## src/rtl/evt_irq_pkg.sv

```systemverilog
package evt_irq_pkg;

    localparam int unsigned REG_AW = 8;

    localparam logic [REG_AW-1:0] OFF_STAT = 8'h9C;
    localparam logic [REG_AW-1:0] OFF_CTRL = 8'hA0;
    localparam logic [REG_AW-1:0] OFF_DATA = 8'hA4;
    localparam logic [REG_AW-1:0] OFF_ADDR = 8'hA8;

    localparam int unsigned MASK_BIT = 31;
    localparam int unsigned PEND_BIT = 30;

    // mask resets set, pending and status reset clear
    typedef struct packed {
        logic mask;
        logic pend;
        logic stat;
    } core_st_t;

    localparam core_st_t CORE_RST = '{mask: 1'b1, pend: 1'b0, stat: 1'b0};

endpackage

```

## src/rtl/evt_irq_core.sv

```systemverilog
module evt_irq_core
    import evt_irq_pkg::*;
(
    input  logic clk,
    input  logic rst_n,
    input  logic qi_en,
    input  logic mask_we,
    input  logic mask_wval,
    input  logic stat_w1c,
    input  logic cmp_done,
    input  logic cmp_iflag,
    input  logic msg_ready,
    output logic mask,
    output logic pend,
    output logic stat,
    output logic fire
);

    core_st_t st_d, st_q;
    logic     new_cond;

    always_comb begin
        st_d     = st_q;
        new_cond = qi_en & cmp_done & cmp_iflag & (~st_q.stat | stat_w1c);
        fire     = qi_en & st_q.pend & ~st_q.mask & msg_ready;

        if (mask_we) begin
            st_d.mask = mask_wval;
        end

        st_d.stat = new_cond | (st_q.stat & ~stat_w1c);

        if (new_cond) begin
            st_d.pend = 1'b1;
        end else if (stat_w1c || fire) begin
            st_d.pend = 1'b0;
        end
    end

    always_ff @(posedge clk or negedge rst_n) begin
        if (!rst_n) begin
            st_q <= CORE_RST;
        end else begin
            st_q <= st_d;
        end
    end

    assign mask = st_q.mask;
    assign pend = st_q.pend;
    assign stat = st_q.stat;

endmodule

```

## src/rtl/evt_irq_msgregs.sv

```systemverilog
module evt_irq_msgregs
    import evt_irq_pkg::*;
#(
    parameter int unsigned DW   = 32,
    parameter int unsigned NREG = 2,
    parameter logic [NREG*REG_AW-1:0] OFFS = {OFF_ADDR, OFF_DATA}
) (
    input  logic              clk,
    input  logic              rst_n,
    input  logic              wr_en,
    input  logic [REG_AW-1:0] addr,
    input  logic [DW-1:0]     wdata,
    output logic [NREG*DW-1:0] vals
);

    for (genvar g = 0; g < NREG; g++) begin : g_reg
        logic [DW-1:0] val_d, val_q;
        logic          hit;

        always_comb begin
            hit   = wr_en && (addr == OFFS[g*REG_AW +: REG_AW]);
            val_d = hit ? wdata : val_q;
        end

        always_ff @(posedge clk or negedge rst_n) begin
            if (!rst_n) begin
                val_q <= '0;
            end else begin
                val_q <= val_d;
            end
        end

        assign vals[g*DW +: DW] = val_q;
    end

endmodule

```

## src/rtl/evt_irq_rdmux.sv

```systemverilog
module evt_irq_rdmux
    import evt_irq_pkg::*;
#(
    parameter int unsigned DW = 32
) (
    input  logic [REG_AW-1:0] addr,
    input  logic              qi_en,
    input  logic              mask,
    input  logic              pend,
    input  logic              stat,
    input  logic [DW-1:0]     data_val,
    input  logic [DW-1:0]     addr_val,
    output logic [31:0]       rdata
);

    logic [31:0] ctrl_word;

    always_comb begin
        ctrl_word           = '0;
        ctrl_word[MASK_BIT] = mask;
        ctrl_word[PEND_BIT] = pend;
        if (!qi_en) begin
            ctrl_word = '0;
        end

        unique case (addr)
            OFF_CTRL: rdata = ctrl_word;
            OFF_STAT: rdata = {31'b0, stat};
            OFF_DATA: rdata = 32'(data_val);
            OFF_ADDR: rdata = 32'(addr_val);
            default:  rdata = '0;
        endcase
    end

endmodule

```

## src/rtl/evt_irq_ctrl.sv

```systemverilog
module evt_irq_ctrl
    import evt_irq_pkg::*;
#(
    parameter int unsigned DW = 32
) (
    input  logic              clk,
    input  logic              rst_n,
    input  logic              qi_supported,
    input  logic              cmp_done,
    input  logic              cmp_iflag,
    input  logic [REG_AW-1:0] reg_addr,
    input  logic              reg_wr_en,
    input  logic [31:0]       reg_wdata,
    output logic [31:0]       reg_rdata,
    input  logic              msg_ready,
    output logic              msg_valid,
    output logic [DW-1:0]     msg_data,
    output logic [DW-1:0]     msg_addr
);

    localparam int unsigned NMSG = 2;

    logic              mask_w, pend_w, stat_w, fire_w;
    logic              ctrl_we_w, stat_w1c_w;
    logic [NMSG*DW-1:0] msg_vals_w;

    always_comb begin
        ctrl_we_w  = qi_supported && reg_wr_en && (reg_addr == OFF_CTRL);
        stat_w1c_w = qi_supported && reg_wr_en && (reg_addr == OFF_STAT) && reg_wdata[0];
    end

    evt_irq_core u_core (
        .clk       (clk),
        .rst_n     (rst_n),
        .qi_en     (qi_supported),
        .mask_we   (ctrl_we_w),
        .mask_wval (reg_wdata[MASK_BIT]),
        .stat_w1c  (stat_w1c_w),
        .cmp_done  (cmp_done),
        .cmp_iflag (cmp_iflag),
        .msg_ready (msg_ready),
        .mask      (mask_w),
        .pend      (pend_w),
        .stat      (stat_w),
        .fire      (fire_w)
    );

    evt_irq_msgregs #(
        .DW   (DW),
        .NREG (NMSG),
        .OFFS ({OFF_ADDR, OFF_DATA})
    ) u_msgregs (
        .clk   (clk),
        .rst_n (rst_n),
        .wr_en (reg_wr_en),
        .addr  (reg_addr),
        .wdata (reg_wdata[DW-1:0]),
        .vals  (msg_vals_w)
    );

    evt_irq_rdmux #(
        .DW (DW)
    ) u_rdmux (
        .addr     (reg_addr),
        .qi_en    (qi_supported),
        .mask     (mask_w),
        .pend     (pend_w),
        .stat     (stat_w),
        .data_val (msg_vals_w[0 +: DW]),
        .addr_val (msg_vals_w[DW +: DW]),
        .rdata    (reg_rdata)
    );

    assign msg_valid = fire_w;
    assign msg_data  = msg_vals_w[0 +: DW];
    assign msg_addr  = msg_vals_w[DW +: DW];

endmodule

```

## config.mk

```make
export PLATFORM = sky130hd
export DESIGN_NAME = evt_irq_ctrl
export DESIGN_NICKNAME = d
export VERILOG_FILES = /design/src/rtl/evt_irq_pkg.sv /design/src/rtl/evt_irq_core.sv /design/src/rtl/evt_irq_msgregs.sv /design/src/rtl/evt_irq_rdmux.sv /design/src/rtl/evt_irq_ctrl.sv
export SDC_FILE = /design/constraint.sdc
export NUM_CORES = 1
export LEC_CHECK = 0
export ABC_AREA = 1
export BUFFER_PORTS_ARGS = -buffer_cell sky130_fd_sc_hd__buf_2
export CAP_MARGIN = 20
export CORE_UTILIZATION = 45
export CTS_CLUSTER_SIZE = 10
export DETAILED_ROUTE_END_ITERATION = 10
export GPL_TIMING_DRIVEN = 0
export PLACE_DENSITY = 0.78
export SLEW_MARGIN = 40
export SYNTH_ARGS = -nofsm -noshare
export SYNTH_HDL_FRONTEND = slang
export SYNTH_SLANG_ARGS = --single-unit
```

## constraint.sdc

```tcl
create_clock -name clk -period 1.3 [get_ports clk]
set_input_delay 0.26 -clock clk [delete_from_list [all_inputs] [get_ports clk]]
set_output_delay 0.26 -clock clk [all_outputs]
set_load 0.1 [all_outputs]
```

==> results of run 1 <==
==> cells in the mapped netlist <==
| cell | instances | share of area |
|---|---|---|
| and2_1 | 1 | 0.0019 |
| buf_2 | 11 | 0.017 |
| buf_6 | 8 | 0.028 |
| clkinv_1 | 1 | 0.0012 |
| dfrtp_1 | 66 | 0.51 |
| dfstp_2 | 1 | 0.0081 |
| inv_1 | 47 | 0.055 |
| inv_2 | 1 | 0.0012 |
| nand2_1 | 239 | 0.28 |
| nand2_2 | 4 | 0.0078 |
| nand3_1 | 9 | 0.014 |
| nand3_4 | 1 | 0.0054 |
| nand4_1 | 1 | 0.0019 |
| nor2_1 | 7 | 0.0081 |
| nor2_2 | 1 | 0.0019 |
| nor2_4 | 1 | 0.0035 |
| nor2_8 | 1 | 0.0062 |
| o21ai_0 | 3 | 0.0046 |
| o21ai_1 | 29 | 0.045 |
==> cell families after synthesis <==
kind of cell | count (synthesis)
buffers and inverters | 68
AOI/OAI and AO/OA | 32
DFF | 67
and+or+nand+nor | 265
==> through the flow <==
stage	utilization	setup TNS [ns]	setup WS (ns)	hold slack [ns]
2_1_floorplan	-	-4.466	-0.1667	-0.03559
3_3_place_gp	0.6947	-57.24	-0.8417	0.4595
4_1_cts	0.9253	-10.96	-0.3834	0.1191
3_5_place_dp	0.6980	-30.46	-0.8510	0.2174
==> what timing repair did <==
action	4_1_cts
pin swaps	7
gates cloned	3
buffers inserted	12
setup endpoints to repair	97
resized for setup	327
hold buffers	1
endpoints found under the hold margin	28
==> flow_summary.yaml, run 1 <==
placement:
  dp_hpwl_mm: 6.933
  placed_cell_area_mm2: 0.004795
  gp_congestion: 0.8151
  placedCellCount: 672
  port_buffers: 143
cts:
  cts_max_level: 3
  cts_buffers: 9
  clockRootBuffer: "clkbuf_8"
  clock_path_buffers: 2
  clkSinkCount: 67
sta:
  crit_endpoint: "reg_rdata[0]"
  worstEpCategory: "top-level output"
logic_synthesis:
  synth.mux.area_fraction: 0
  synthDistinctLibCells: 19
  ys_seq_area_frac: 0.5198
  yosys_warnings: 0
  synthXorXnorAreaFrac: 0
  netlist_area_mm2: 0.003228
  synth_fa_ha_area_frac: 0
  synthSimpleGateAreaFrac: 0.3287
  synth-seq-cells: 67
  synth_compound_area_frac: 0.04961
  syn-num-nets: 479
  synth_area_per_cell_um2: 7.472
  synth_top_family_by_area: "simple AND/OR/NAND/NOR gates"
  syn-instance-count: 432
floorplan:
  die-height_um: 86.70
  io_pins: 144
  die_w_um: 86.70
  fp-row-count: 30
  start_util: 0.4699
grt:
  grt_max_degree: 39
outcome:
  error_line: "[ERROR DPL-0038] Utilization greater than 100%, impossible to legalize"
  outcome: "aborted with a tool error"
  haltStage: "global routing (5_1_grt)"
==> run 2, diff against run 1 <==
Settings changed: CORE_UTILIZATION 45 to 30, CTS_CLUSTER_SIZE 10 to not set, PLACE_DENSITY 0.78 to not set, PLACE_DENSITY_LB_ADDON set to 0.15.
==> run 2 against run 1 <==
- the flow now finishes, with violations (setup timing)
- synthesized area unchanged
- synthesized cell count stayed put
==> flow_summary.yaml, run 2 <==
outcome:
  outcome: "complete, but fails checks"
  violations: "setup timing"
sta:
  hold_violations: 0
  rsz0062_at_grt: "yes"
  final-setup-viol-count: 65
  skew_ns: 0.0001604
  whs_ns: 0.1261
  slew_violations: 0
  fin_tns_setup_ns: -13.88
  slew_headroom: 0.7721
  period_share: 1.318
  fmax_mhz: 583.7
  setup_slack_ns: -0.4132
  tightestPinTransition_ns: 0.3419
  layout_min_cycle_time_ns: 1.713
critical_path:
  arrival_ns: 1.45
  crit_fanout: 5
  cp.required_ns: 1.04
  max_stage_delay_ns: 0.19
  worstSetupPathType: "input port to output port"
  startpoint_type: "input port"
  rr_worst_depth: 5
  crit_slowest_cell: "and2_4"
  critical_path.most_common_cell: "buf_12"
  cp_cell_sequence: "buf_6, inv_4, nand2_4, nor2_4, and2_4, buf_12, buf_12, buf_12, nand2_4, nand2_8, buf_12"
  crit_family: "buffers and inverters"
  reg2reg_setup_slack_ns: 0.30
  crit_cells: 11
  critPathBufInv: 6
  crit_path_end_kind: "output port"
hold_path:
  hold_depth: 3
  hp-class: "input port to register"
grt:
  grt-ovfl-total: 0
  grt_max_degree: 36
  grt_pass1_vias: 3436
  grtUsageTotal: 0.2197
  grt_pass1_wl_mm: 18.57
  antenna_found_initial: 0
cells_and_area:
  fin_util: 0.6959
  mostFrequentLayoutCells: "137 x nand2_1, 63 x buf_12, 61 x dfrtp_2, 53 x buf_6, 47 x nand2_8"
  regMostFlops: "u_msgregs.g.val_q"
  fillers: 767
  syn2layout_area_growth_pct: 123.6
  largest_reg_flops: 64
  drive_gt1_frac: 0.6502
  diodes: 0
  layout.nets: 668
  final_common_cell: "nand2_1"
routing:
  vias_per_cell: 4.614
  first_pass_iters: 4
  drt_iter0_drc: 122
  num_vias: 3516
  drc: 0
  wire_per_inst_um: 16.03
  ant_nets: 0
  routed_wl_mm: 12.22
placement:
  dp_hpwl_mm: 7.557
  gp_congestion: 0.7843
  port_buffers: 143
logic_synthesis:
  syn-instance-count: 432
  synthDistinctLibCells: 19
  synth_most_common_cell: "nand2_1"
  yosysTopAreaCell: "dfrtp_1"
  ys_seq_area_frac: 0.5198
  ys_async_sr_fraction: 1.000
  netlist_area_mm2: 0.003228
  synth_flop_cell: "dfrtp_1"
  synth_edf_count: 0
  ys_top_cells_by_count: "239 x nand2_1, 66 x dfrtp_1, 47 x inv_1"
  synth_area_leaders: "dfrtp_1 51%, nand2_1 28%, inv_1 5.5%"
  synth_top_area_frac: 0.5116
  yosys_warnings: 0
  synth_area_per_cell_um2: 7.472
  synth-seq-cells: 67
  syn-num-nets: 479
power_and_ir_drop:
  powerDensity_mw_per_mm2: 747.5
  ir_drop_mv: 0.4354
  sequentialPowerShare: 0.442
  power.clock.fraction: 0.289
  p_leak_nw: 3.638
  swShare: 0.3730
  p_comb_frac: 0.270
  p_int_w: 0.003383
  p_switching_w: 0.002012
cts:
  cts_buffers: 9
  clkSinkCount: 67
  clk_pin_slew_ns: 0.07
  clockRootBuffer: "clkbuf_8"
  worst_skew_pair.late_latency_ns: 0.35
  cts_max_level: 3
  clock_path_buffers: 2
  cts_tree: "built"
floorplan:
  start_util: 0.3113
  fp-row-count: 37
  io_pins: 144
  core_area_mm2: 0.01037
  die-height_um: 105.7
  die_w_um: 105.7
  die_area_mm2: 0.01118
run:
  max_cap_viol_count: 0
run 2: cell counts after synthesis:
No cell type changed its count.
run 2: layer usage:
layer / GRT usage / up-vias / wire length [µm] / part of all wire
li1: - / 1686 / - / -
met5: 0 / - / 0 / 0
met3: 0.04267 / 4 / 545 / 0.045
met2: 0.3908 / 97 / 6718 / 0.55
met1: 0.2684 / 1729 / 4879 / 0.40
met4: 0.06250 / 0 / 72 / 0.0059
run 2: worst min-delay path, cell delays in order:
cell and delay (ns):
buf_2 0.08, nand2_1 0.04, nand2_1 0.05
run 2: power by group through the flow:
stage | combinational [W] | clock [W] | sequential (W)
floorplan | 0.000196 | 0 | 0.00303
CTS | 0.00138 | 0.00158 | 0.00236
global route | 0.00152 | 0.00167 | 0.00240
detailed placement | 0.00119 | 0 | 0.00234
finish | 0.00145 | 0.00156 | 0.00238
global placement | 0.00118 | 0 | 0.00233
run 2: cell type report:
cell class,instances,area [µm²],share of cell area
multi-input cells,297,2331,0.3230
flip-flops and latches,67,1765,0.2446
plain buffers,18,259.0,0.03589
inverters,49,234.0,0.03242
clock buffers,11,141.4,0.01959
well taps,136,170.2,0.02358
clock inverters,5,28.78,0.003988
repair buffers,179,2287,0.3169
run 2: repair_timing:
action / in CTS / in global routing
hold endpoints to repair: 34 / 0
pin swaps: 7 / 7
gates resized for setup: 382 / 109
hold buffers: 1 / 0
buffers inserted: 20 / 9
setup endpoints to repair: 97 / 95
cloned: 4 / 4
run 2: path summary, 6_finish.rpt:
check | to | start
worst min register to register | u_core.mask$_DFFE_PN1P_ | u_core.mask$_DFFE_PN1P_
worst min-delay path | u_msgregs.g_reg[1].val_q[2]$_DFFE_PN0P_ | reg_wdata[2]
min in group asynchronous | u_msgregs.g_reg[0].val_q[24]$_DFFE_PN0P_ | rst_n
max in group asynchronous | u_core.mask$_DFFE_PN1P_ | rst_n
worst max-delay path | reg_rdata[24] | reg_addr[3]
worst max register to register | u_core.pend$_DFFE_PN0P_ | u_core.mask$_DFFE_PN1P_
run 2: cell families (layout without fill, tap and decap cells):
family	count (synthesis)	after routing	synth area share
simple gates	265	265	0.3287
flops	67	67	0.5198
buf+inv	68	262	0.1019
compound gates	32	32	0.04961
run 2: per-stage QoR:
stage	setup slack [ns]	cells	cell area, µm²	power, W
2_1_floorplan	-0.1667	432	3936	0.003223
3_3_place_gp	-0.8898	711	4822	0.003508
5_1_grt	-0.4503	762	7217	0.005587
4_1_cts	-0.4179	752	6698	0.005320
6_report	-0.4132	762	7217	0.005395
3_5_place_dp	-0.9158	712	4848	0.003530
(Power assumes the default switching activity.)
==> run 3, diff against run 2 <==
Settings changed: CORE_MARGIN set to 5, CORE_UTILIZATION 30 to 45, GPL_TIMING_DRIVEN 0 to not set.
==> run 3 against run 2 <==
- the run now fails in clock tree synthesis (4_1_cts)
- synthesized cell count stayed put
- synthesized area unchanged
==> flow_summary.yaml, run 3 <==
placement:
  port_buffers: 143
  placed_cell_area_mm2: 0.006299
  dp_hpwl_mm: 9.283
  gp_congestion: 0.8103
  pre_cts_ws_ns: -0.4913
floorplan:
  fp-row-count: 30
  io_pins: 144
  die_w_um: 94.70
  start_util: 0.4699
  die-height_um: 94.70
outcome:
  error_line: "[ERROR DPL-0038] Utilization greater than 100%, impossible to legalize"
  haltStage: "clock tree synthesis (4_1_cts)"
  outcome: "aborted with a tool error"
cts:
  cts_setup_buffers: 15
  cts_max_level: 3
  cts_buffers: 9
  clock_path_buffers: 2
  cts_hold_buffers: 1
  clockRootBuffer: "clkbuf_8"
  clkSinkCount: 67
  post_cts_resized: 124
logic_synthesis:
  yosysTopAreaCell: "dfrtp_1"
  synth-seq-cells: 67
  synth_edf_count: 0
  synthDistinctLibCells: 19
  yosys_warnings: 0
  ys_top_cells_by_count: "239 x nand2_1, 66 x dfrtp_1, 47 x inv_1"
  syn-instance-count: 432
  synth_area_per_cell_um2: 7.472
  synth_top_area_frac: 0.5116
  synth_most_common_cell: "nand2_1"
  syn-num-nets: 479
  synth_area_leaders: "dfrtp_1 51%, nand2_1 28%, inv_1 5.5%"
  ys_async_sr_fraction: 1.000
  synth_flop_cell: "dfrtp_1"
  netlist_area_mm2: 0.003228
  ys_seq_area_frac: 0.5198
==> run 3: cell counts after synthesis <==
No cell type changed its count.
==> run 3: through the flow <==
stage / instances / hold slack [ns] / util
2_1_floorplan: 432 / -0.03559 / -
3_3_place_gp: 669 / 0.2985 / 0.9169
3_5_place_dp: 669 / 0.2985 / 0.9169
==> run 3: cells by family after synthesis <==
family	synth area share
and+or+nand+nor	0.3287
DFF	0.5198
buffers and inverters	0.1019
AOI/OAI and AO/OA	0.04961
